## src/rtl/adc_tpg_pkg.sv

```systemverilog
package adc_tpg_pkg;
  typedef enum logic [2:0] {
    PAT_LIVE   = 3'b000,
    PAT_ZERO   = 3'b001,
    PAT_ONES   = 3'b010,
    PAT_TOGGLE = 3'b011,
    PAT_RAMP   = 3'b100,
    PAT_CUSTOM = 3'b101,
    PAT_RSVD6  = 3'b110,
    PAT_RSVD7  = 3'b111
  } pat_e;

  localparam logic [1:0] FMT_OFFSET_BIN = 2'b11;
endpackage

```

## src/rtl/tpg_seq.sv

```systemverilog
module tpg_seq #(
  parameter int DW = 14
) (
  input  logic          clk_i,
  input  logic          rst_ni,
  input  logic          ramp_run_i,
  input  logic          tog_run_i,
  output logic [DW-1:0] ramp_o,
  output logic [DW-1:0] tog_o
);
  logic [DW-1:0] ramp_q;
  logic          ph_q;
  logic [DW-1:0] tog_base;

  // natural wrap at 2**DW-1
  always_ff @(posedge clk_i or negedge rst_ni) begin
    if (!rst_ni)         ramp_q <= '0;
    else if (!ramp_run_i) ramp_q <= '0;
    else                 ramp_q <= ramp_q + 1'b1;
  end

  always_ff @(posedge clk_i or negedge rst_ni) begin
    if (!rst_ni)        ph_q <= 1'b0;
    else if (!tog_run_i) ph_q <= 1'b0;
    else                ph_q <= ~ph_q;
  end

  // first word: odd bits set
  for (genvar i = 0; i < DW; i++) begin : g_tog
    assign tog_base[i] = (i % 2) == 1;
  end

  assign ramp_o = ramp_q;
  assign tog_o  = ph_q ? ~tog_base : tog_base;
endmodule

```

## src/rtl/tpg_fmt.sv

```systemverilog
module tpg_fmt #(
  parameter int DW = 14
) (
  input  logic [DW-1:0] live_i,
  input  logic [1:0]    fmt_i,
  output logic [DW-1:0] fmt_o
);
  import adc_tpg_pkg::*;
  logic to_twos;

  assign to_twos = (fmt_i != FMT_OFFSET_BIN);
  assign fmt_o   = {live_i[DW-1] ^ to_twos, live_i[DW-2:0]};
endmodule

```

## src/rtl/tpg_lane.sv

```systemverilog
module tpg_lane #(
  parameter int DW = 14
) (
  input  logic          clk_i,
  input  logic          rst_ni,
  input  logic          dig_en_i,
  input  logic [2:0]    pat_sel_i,
  input  logic [1:0]    fmt_i,
  input  logic [DW-1:0] live_i,
  input  logic [DW-1:0] cust_i,
  output logic [DW-1:0] data_o
);
  import adc_tpg_pkg::*;

  logic          ramp_run, tog_run;
  logic [DW-1:0] ramp_w, tog_w, live_fmt, nxt;
  logic [DW-1:0] data_q;
  logic          ramp_hist_q, tog_hist_q;

  assign ramp_run = dig_en_i && (pat_sel_i == PAT_RAMP);
  assign tog_run  = dig_en_i && (pat_sel_i == PAT_TOGGLE);

  tpg_seq #(.DW(DW)) u_seq (
    .clk_i     (clk_i),
    .rst_ni    (rst_ni),
    .ramp_run_i(ramp_run),
    .tog_run_i (tog_run),
    .ramp_o    (ramp_w),
    .tog_o     (tog_w)
  );

  tpg_fmt #(.DW(DW)) u_fmt (
    .live_i(live_i),
    .fmt_i (fmt_i),
    .fmt_o (live_fmt)
  );

  always_comb begin
    if (!dig_en_i) begin
      nxt = live_i;
    end else begin
      case (pat_sel_i)
        PAT_ZERO:   nxt = '0;
        PAT_ONES:   nxt = '1;
        PAT_TOGGLE: nxt = tog_w;
        PAT_RAMP:   nxt = ramp_w;
        PAT_CUSTOM: nxt = cust_i;
        default:    nxt = live_fmt;
      endcase
    end
  end

  always_ff @(posedge clk_i or negedge rst_ni) begin
    if (!rst_ni) begin
      data_q      <= '0;
      ramp_hist_q <= 1'b0;
      tog_hist_q  <= 1'b0;
    end else begin
      data_q      <= nxt;
      ramp_hist_q <= ramp_run;
      tog_hist_q  <= tog_run;
    end
  end

  assign data_o = data_q;

  AST_ZERO_CODE: assert property (@(posedge clk_i) disable iff (!rst_ni)
    (dig_en_i && pat_sel_i == PAT_ZERO) |=> data_o == '0);
  AST_ONES_CODE: assert property (@(posedge clk_i) disable iff (!rst_ni)
    (dig_en_i && pat_sel_i == PAT_ONES) |=> data_o == '1);
  AST_TOGGLE_ALT: assert property (@(posedge clk_i) disable iff (!rst_ni)
    (tog_run && tog_hist_q) |=> data_o == ~$past(data_o));
  AST_RAMP_STEP: assert property (@(posedge clk_i) disable iff (!rst_ni)
    (ramp_run && ramp_hist_q) |=> data_o == $past(data_o) + 1'b1);
  AST_RAW_BYPASS: assert property (@(posedge clk_i) disable iff (!rst_ni)
    !dig_en_i |=> data_o == $past(live_i));
endmodule

```

## src/rtl/adc_tpg.sv

```systemverilog
module adc_tpg #(
  parameter int DW = 14
) (
  input  logic            clk_i,
  input  logic            rst_ni,
  input  logic            dig_en_i,
  input  logic [1:0]      fmt_sel_i,
  input  logic [DW-9:0]   cust_hi_i,
  input  logic [7:0]      cust_lo_i,
  input  logic [2:0]      a_pat_sel_i,
  input  logic [DW-1:0]   a_data_i,
  input  logic [2:0]      b_pat_sel_i,
  input  logic [DW-1:0]   b_data_i,
  output logic [DW-1:0]   a_data_o,
  output logic [DW-1:0]   b_data_o
);
  localparam int NCH = 2;

  logic [DW-1:0] cust;
  logic [2:0]    sel  [NCH];
  logic [DW-1:0] live [NCH];
  logic [DW-1:0] dout [NCH];

  assign cust    = {cust_hi_i, cust_lo_i};
  assign sel[0]  = a_pat_sel_i;
  assign sel[1]  = b_pat_sel_i;
  assign live[0] = a_data_i;
  assign live[1] = b_data_i;

  for (genvar c = 0; c < NCH; c++) begin : g_lane
    tpg_lane #(.DW(DW)) u_lane (
      .clk_i    (clk_i),
      .rst_ni   (rst_ni),
      .dig_en_i (dig_en_i),
      .pat_sel_i(sel[c]),
      .fmt_i    (fmt_sel_i),
      .live_i   (live[c]),
      .cust_i   (cust),
      .data_o   (dout[c])
    );
  end

  assign a_data_o = dout[0];
  assign b_data_o = dout[1];

  AST_RESET_ZERO: assert property (@(posedge clk_i)
    !rst_ni |-> (a_data_o == '0 && b_data_o == '0));
endmodule

```

## config.mk

```make
export PLATFORM = sky130hd
export DESIGN_NAME = adc_tpg
export DESIGN_NICKNAME = d
export VERILOG_FILES = /design/src/rtl/adc_tpg_pkg.sv /design/src/rtl/tpg_seq.sv /design/src/rtl/tpg_fmt.sv /design/src/rtl/tpg_lane.sv /design/src/rtl/adc_tpg.sv
export SDC_FILE = /design/constraint.sdc
export NUM_CORES = 1
export LEC_CHECK = 0
export BUFFER_PORTS_ARGS = -buffer_cell sky130_fd_sc_hd__buf_2
export CELL_PAD_IN_SITES_DETAIL_PLACEMENT = 1
export CELL_PAD_IN_SITES_GLOBAL_PLACEMENT = 1
export CORE_MARGIN = 1
export CORE_UTILIZATION = 25
export DETAILED_ROUTE_END_ITERATION = 10
export GPL_TIMING_DRIVEN = 1
export PLACE_DENSITY = 0.58
export REMOVE_ABC_BUFFERS = 1
export SLEW_MARGIN = 20
export SYNTH_ARGS = -nofsm -noshare
export SYNTH_HDL_FRONTEND = slang
export SYNTH_HIERARCHICAL = 1
export SYNTH_SLANG_ARGS = --single-unit
```

## constraint.sdc

```tcl
create_clock -name clk_i -period 1.53 [get_ports clk_i]
set_clock_uncertainty 0.15 [all_clocks]
set_input_delay 0 -clock clk_i [delete_from_list [all_inputs] [get_ports clk_i]]
set_output_delay 0 -clock clk_i [all_outputs]
set_load 0.05 [all_outputs]
```

Word level (Yosys, flattened, before mapping)
Cells that the tools add are included.

Register bits after elaboration: 58. Input bits: 53. Output and inout port bits: 28. Word-level logic and storage cells: 37.

Add/subtract/negate cells: 2. Eq/ne operators: 11. Multiplexer cells: 10. Bitwise operators: 4. Reduce and logical (&&, ||, !) cells: 4.

Operators with widths (count): 14-bit one-hot mux with 5 select lines (2); 14-bit 2-to-1 mux (6); 14-bit by 1-bit adder with 14-bit output, second input constant (2); 3-bit by 2-bit equality test with 1-bit output, second input constant (4); 3-bit equality test, second input constant (4); 3-bit by 1-bit equality test with 1-bit output, second input constant (2); 1-bit logical AND (4); 1-bit 2-to-1 mux (2); 2-bit != test, second input constant (1); 1-bit NOT (2); 1-bit XOR (2).

Longest topological paths before layout
Word-level depth: 4. Gate-level depth with buffers: 8.

Modules after synthesis
Netlist, hierarchy kept.

By module, submodules not included: tpg_lane (times used 2, cells each 120, area an instance 1166.1 um2); tpg_seq (times used 2, cells each 83, area an instance 804.5 um2); tpg_fmt (times used 2, cells each 15, area an instance 110.1 um2).

Least setup slack after synthesis
Ideal clock, no wire load.

Path kind: register to register. Start: reg g_lane[0].u_lane.u_seq.ramp_q[0]. End: reg g_lane[0].u_lane.u_seq.ramp_q[10]. Setup time: 78 ps. Data arrival time: 1341 ps. Required time: 1302 ps. Slack: -39 ps. Stages on the path, launching flop included: 5. Path buffers: 0. Clock period less this slack: 1569 ps. Cells stage by stage: dfrtp_1 ha_1 nand3_1 or4_1 a21oi_1.

Cells in the longest elaborated chain, start to end: 2.

Ends and longest elaborated chain: start: declaration (line tpg_seq.sv:11) `logic [DW-1:0] ramp_q;`; start signal: assignment (line tpg_seq.sv:19) `else ramp_q <= ramp_q + 1'b1;`; 14-bit by 1-bit adder with 14-bit output (line tpg_seq.sv:19); 14-bit 2-to-1 mux (line tpg_seq.sv:18) `else if (!ramp_run_i) ramp_q <= '0;`.

Every way passes these cells.

Worst setup path in the final report
Start: reg g_lane[1].u_lane.u_seq.ramp_q[5]. End: reg g_lane[1].u_lane.u_seq.ramp_q[7].

Cells in the longest elaborated chain, start to end: 2.

Ends and longest elaborated chain (line): start: declaration (tpg_seq.sv:11); start signal: assignment (tpg_seq.sv:19); 14-bit by 1-bit adder with 14-bit output (tpg_seq.sv:19); 14-bit 2-to-1 mux (tpg_seq.sv:18).

Every way passes these cells.

==> flow_summary.json <==
{
  "muxShareOfSynthArea_pct": 0.9621,
  "place_inst": 699,
  "coreArea_um2": 16060,
  "synth.distinct_cells": 37,
  "syn_area_per_cell_um2": 9.545,
  "hp-class": "in -> async",
  "crit_fanout": 5,
  "fill_cells": 1834,
  "p_total_mw": 4.816,
  "dp_hpwl_um": 9370,
  "worstPathArrival_ns": 1.67,
  "grt_pass1_vias": 4147,
  "hold_viol_final": 0,
  "grt_overflow_total": 0,
  "cts_tree": "built",
  "drc": 0,
  "crit_type": "reg -> reg",
  "cts_buffer_depth": 2,
  "vias": 3807,
  "p_leak_nw": 2.372,
  "startpoint_type": "flip-flop",
  "startpoint": "g_lane[1].u_lane/u_seq/ramp_o[5]",
  "yosys_register_bits": 58,
  "grt_max_degree": 45,
  "endpoint": "g_lane[1].u_lane/u_seq/ramp_o[7]",
  "whs_ns": 0.02444,
  "place_congestion": 0.7730,
  "reg2reg_depth": 4,
  "htree_levels": 3,
  "multi_input_area_um2": 2223,
  "die_w_um": 131.0,
  "r2r_end": "g_lane[1].u_lane/u_seq/ramp_o[7]",
  "end_kind": "flip-flop",
  "clkTransAtPathRegs_ns": 0.06,
  "final-seq-area_um2": 1460,
  "clock.fmax_ghz": 0.6436,
  "postRouteAntennaNets": 0,
  "synthesis.area_um2": 4161,
  "synth_xor_area_share_pct": 1.684,
  "pin_count": 81,
  "power_density_nw_per_um2": 829.9,
  "rsz0062_at_grt": "true",
  "reg2reg_slack_ns": -0.02,
  "portBuffers": 80,
  "firstDrtPassIters": 4,
  "clk_latency_ns": 0.34,
  "synthAdderAreaFrac_pct": 0.6013,
  "max-cap-violations": 0,
  "drtIter0Drc": 160,
  "slew_viol_final": 0,
  "ir_drop_uv": 527.5,
  "root_buffer": "clkbuf_16",
  "ys_warn_count": 6,
  "die_area_um2": 17170,
  "timing.rr.start": "g_lane[1].u_lane/u_seq/ramp_o[5]",
  "initial_utilization_pct": 25.92,
  "tightest_slew_ns": 0.5871,
  "setup_violations": 5,
  "dpl_worst_slack_ns": -0.1015,
  "via_per_inst": 4.844,
  "wl_per_cell_um": 17.40,
  "fin_crit_sh_pct": 101.6,
  "grt_pass1_wl_um": 21490,
  "synth_area_leaders": "dfrtp_1, buf_4, o41ai_2",
  "required_ns": 1.65,
  "synth_compound_area_share_pct": 28.14,
  "grt_usage_pct": 16.71,
  "synthToLayoutAreaGrowth_pct": 39.45,
  "syn_inst": 436,
  "clock-sinks": 58,
  "drive_above_1_share_pct": 43.51,
  "grt_antenna_before_repair": 0,
  "max-slew-margin-rel_pct": 60.86,
  "worst_slack_ns": -0.02372,
  "yosys.area.top_type_share_pct": 34.88,
  "status": "complete, but fails checks",
  "fin_crit_ns": 1.554,
  "cts_buffers": 9,
  "fp.dieH_um": 131.0,
  "yosys.area_share.simple_pct": 17.62,
  "antenna_cells": 0,
  "seq_area_frac_synth_pct": 34.88,
  "synth_top_family_by_area": "compound AO/OA/AOI/OAI gates",
  "final_cell_count_no_fill": 786,
  "violations": "setup timing",
  "finalWirelength_um": 13680,
  "yosysTopAreaCell": "dfrtp_1",
  "fin_nets": 620,
  "rows": 46
}
## how the worst min path moves through the flow
stage                              start                    endpoint  cells after the start
after detailed placement          rst_ni  g_lane[1].u_lane/data_o[7]                      1
after global placement            rst_ni  g_lane[1].u_lane/data_o[9]                      1
after CTS                 a_pat_sel_i[2]  g_lane[0].u_lane/data_o[6]                      3
final                             rst_ni  g_lane[1].u_lane/data_o[7]                      2
after global routing        cust_lo_i[1]  g_lane[1].u_lane/data_o[1]                      3
after floorplan                   rst_ni  g_lane[0].u_lane/data_o[0]                      0
## power breakdown
part	switching (mW)	leakage (nW)	internal, mW
clock	0.769	0.151	1.34
sequential	0.0225	0.742	1.61
combinational	0.680	1.48	0.396
total	1.47	2.37	3.34
## state kept, by name, summed over array words and instances, names as in the netlist
| name | cells |
|---|---|
| g_lane.u_lane/data_o | 28 |
| g_lane.u_lane/u_seq/ramp_o | 28 |
| g_lane.u_lane/u_seq/ph_q | 2 |
## critical path, cell delays in order (launching register included)
cell,delay [ns]
dfrtp_1,0.37
nand4_1,0.21
buf_4,0.22
or3_2,0.42
a21oi_2,0.12
## routing by layer
layer / GRT usage (%) / wire length (um) / vias up
li1: - / - / 1815
met1: 22.11 / 6595 / 1879
met2: 27.23 / 6315 / 98
met3: 2.769 / 552 / 15
met4: 6.356 / 213 / 0
met5: 0 / 0 / -
## Yosys cell counts, drive strengths merged
cell type / instances
buf: 72
dfrtp: 58
nand2: 48
a21oi: 42
nor2b: 30
a211oi: 28
o22ai: 28
o41ai: 28
inv: 10
nand3: 10
nor2: 10
clkbuf: 8
nand2b: 8
o31ai: 8
or4: 8
o21ai: 6
or3: 6
xor2: 6
mux2i: 4
nand4: 4
nor4: 4
and2: 2
ha: 2
nor3: 2
or2: 2
xnor2: 2
## kinds of logic (layout without fill, tap and decap cells)
logic type | count (synthesis) | in the layout
AOI/OAI and AO/OA | 140 | 140
and+or+nand+nor | 134 | 135
buffers and inverters | 90 | 223
DFF | 58 | 58
xor gates and xnor gates | 8 | 8
muxes | 4 | 4
adders and majority gates | 2 | 2
## stage by stage
| step | area (um2) | utilization (%) | TNS (ns) |
|---|---|---|---|
| 2_1_floorplan | 3528 | - | -0.07885 |
| 3_5_place_dp | 4652 | 28.97 | -0.5703 |
| 5_1_grt | 5803 | 36.14 | -0.7341 |
| 3_3_place_gp | 4652 | 28.97 | -0.05377 |
| 6_report | 5803 | 36.14 | -0.07595 |
| 4_1_cts | 5628 | 35.05 | -0.07082 |
## cell usage in the layout (no fill, tap or decap), types with 6 or more instances in the layout
master / count
nand2b_1: 6
nor2b_1: 30
a211oi_1: 7
inv_1: 9
nor2_1: 10
o41ai_2: 21
dfrtp_2: 7
buf_12: 8
buf_2: 80
a21oi_1: 35
o41ai_1: 7
nand3_4: 6
buf_4: 59
o22ai_1: 28
nand2_1: 45
a21oi_2: 7
clkbuf_16: 9
o21ai_0: 6
dfrtp_1: 51
dlygate4sd3_1: 48
xor2_1: 6
a211oi_2: 21
## repair_timing
| action | 4_1_cts | 5_1_grt |
|---|---|---|
| gates cloned | 0 | 1 |
| endpoints found under the setup margin | 15 | 21 |
| gates resized for setup | 15 | 28 |
| hold buffers | 48 | 0 |
| pin swaps | 10 | 9 |
| hold endpoints to repair | 88 | 0 |
| setup buffers | 16 | 8 |
## final cells by class
| type | count | area share, % |
|---|---|---|
| clock buffer | 11 | 4.355 |
| clock inverter | 5 | 0.9056 |
| inverter | 10 | 0.6468 |
| multi-input combinational | 289 | 38.31 |
| sequential | 58 | 25.16 |
| tap | 216 | 4.657 |
| timing repair buffer | 197 | 25.96 |
Note: power is estimated with default switching activity, not from simulation.
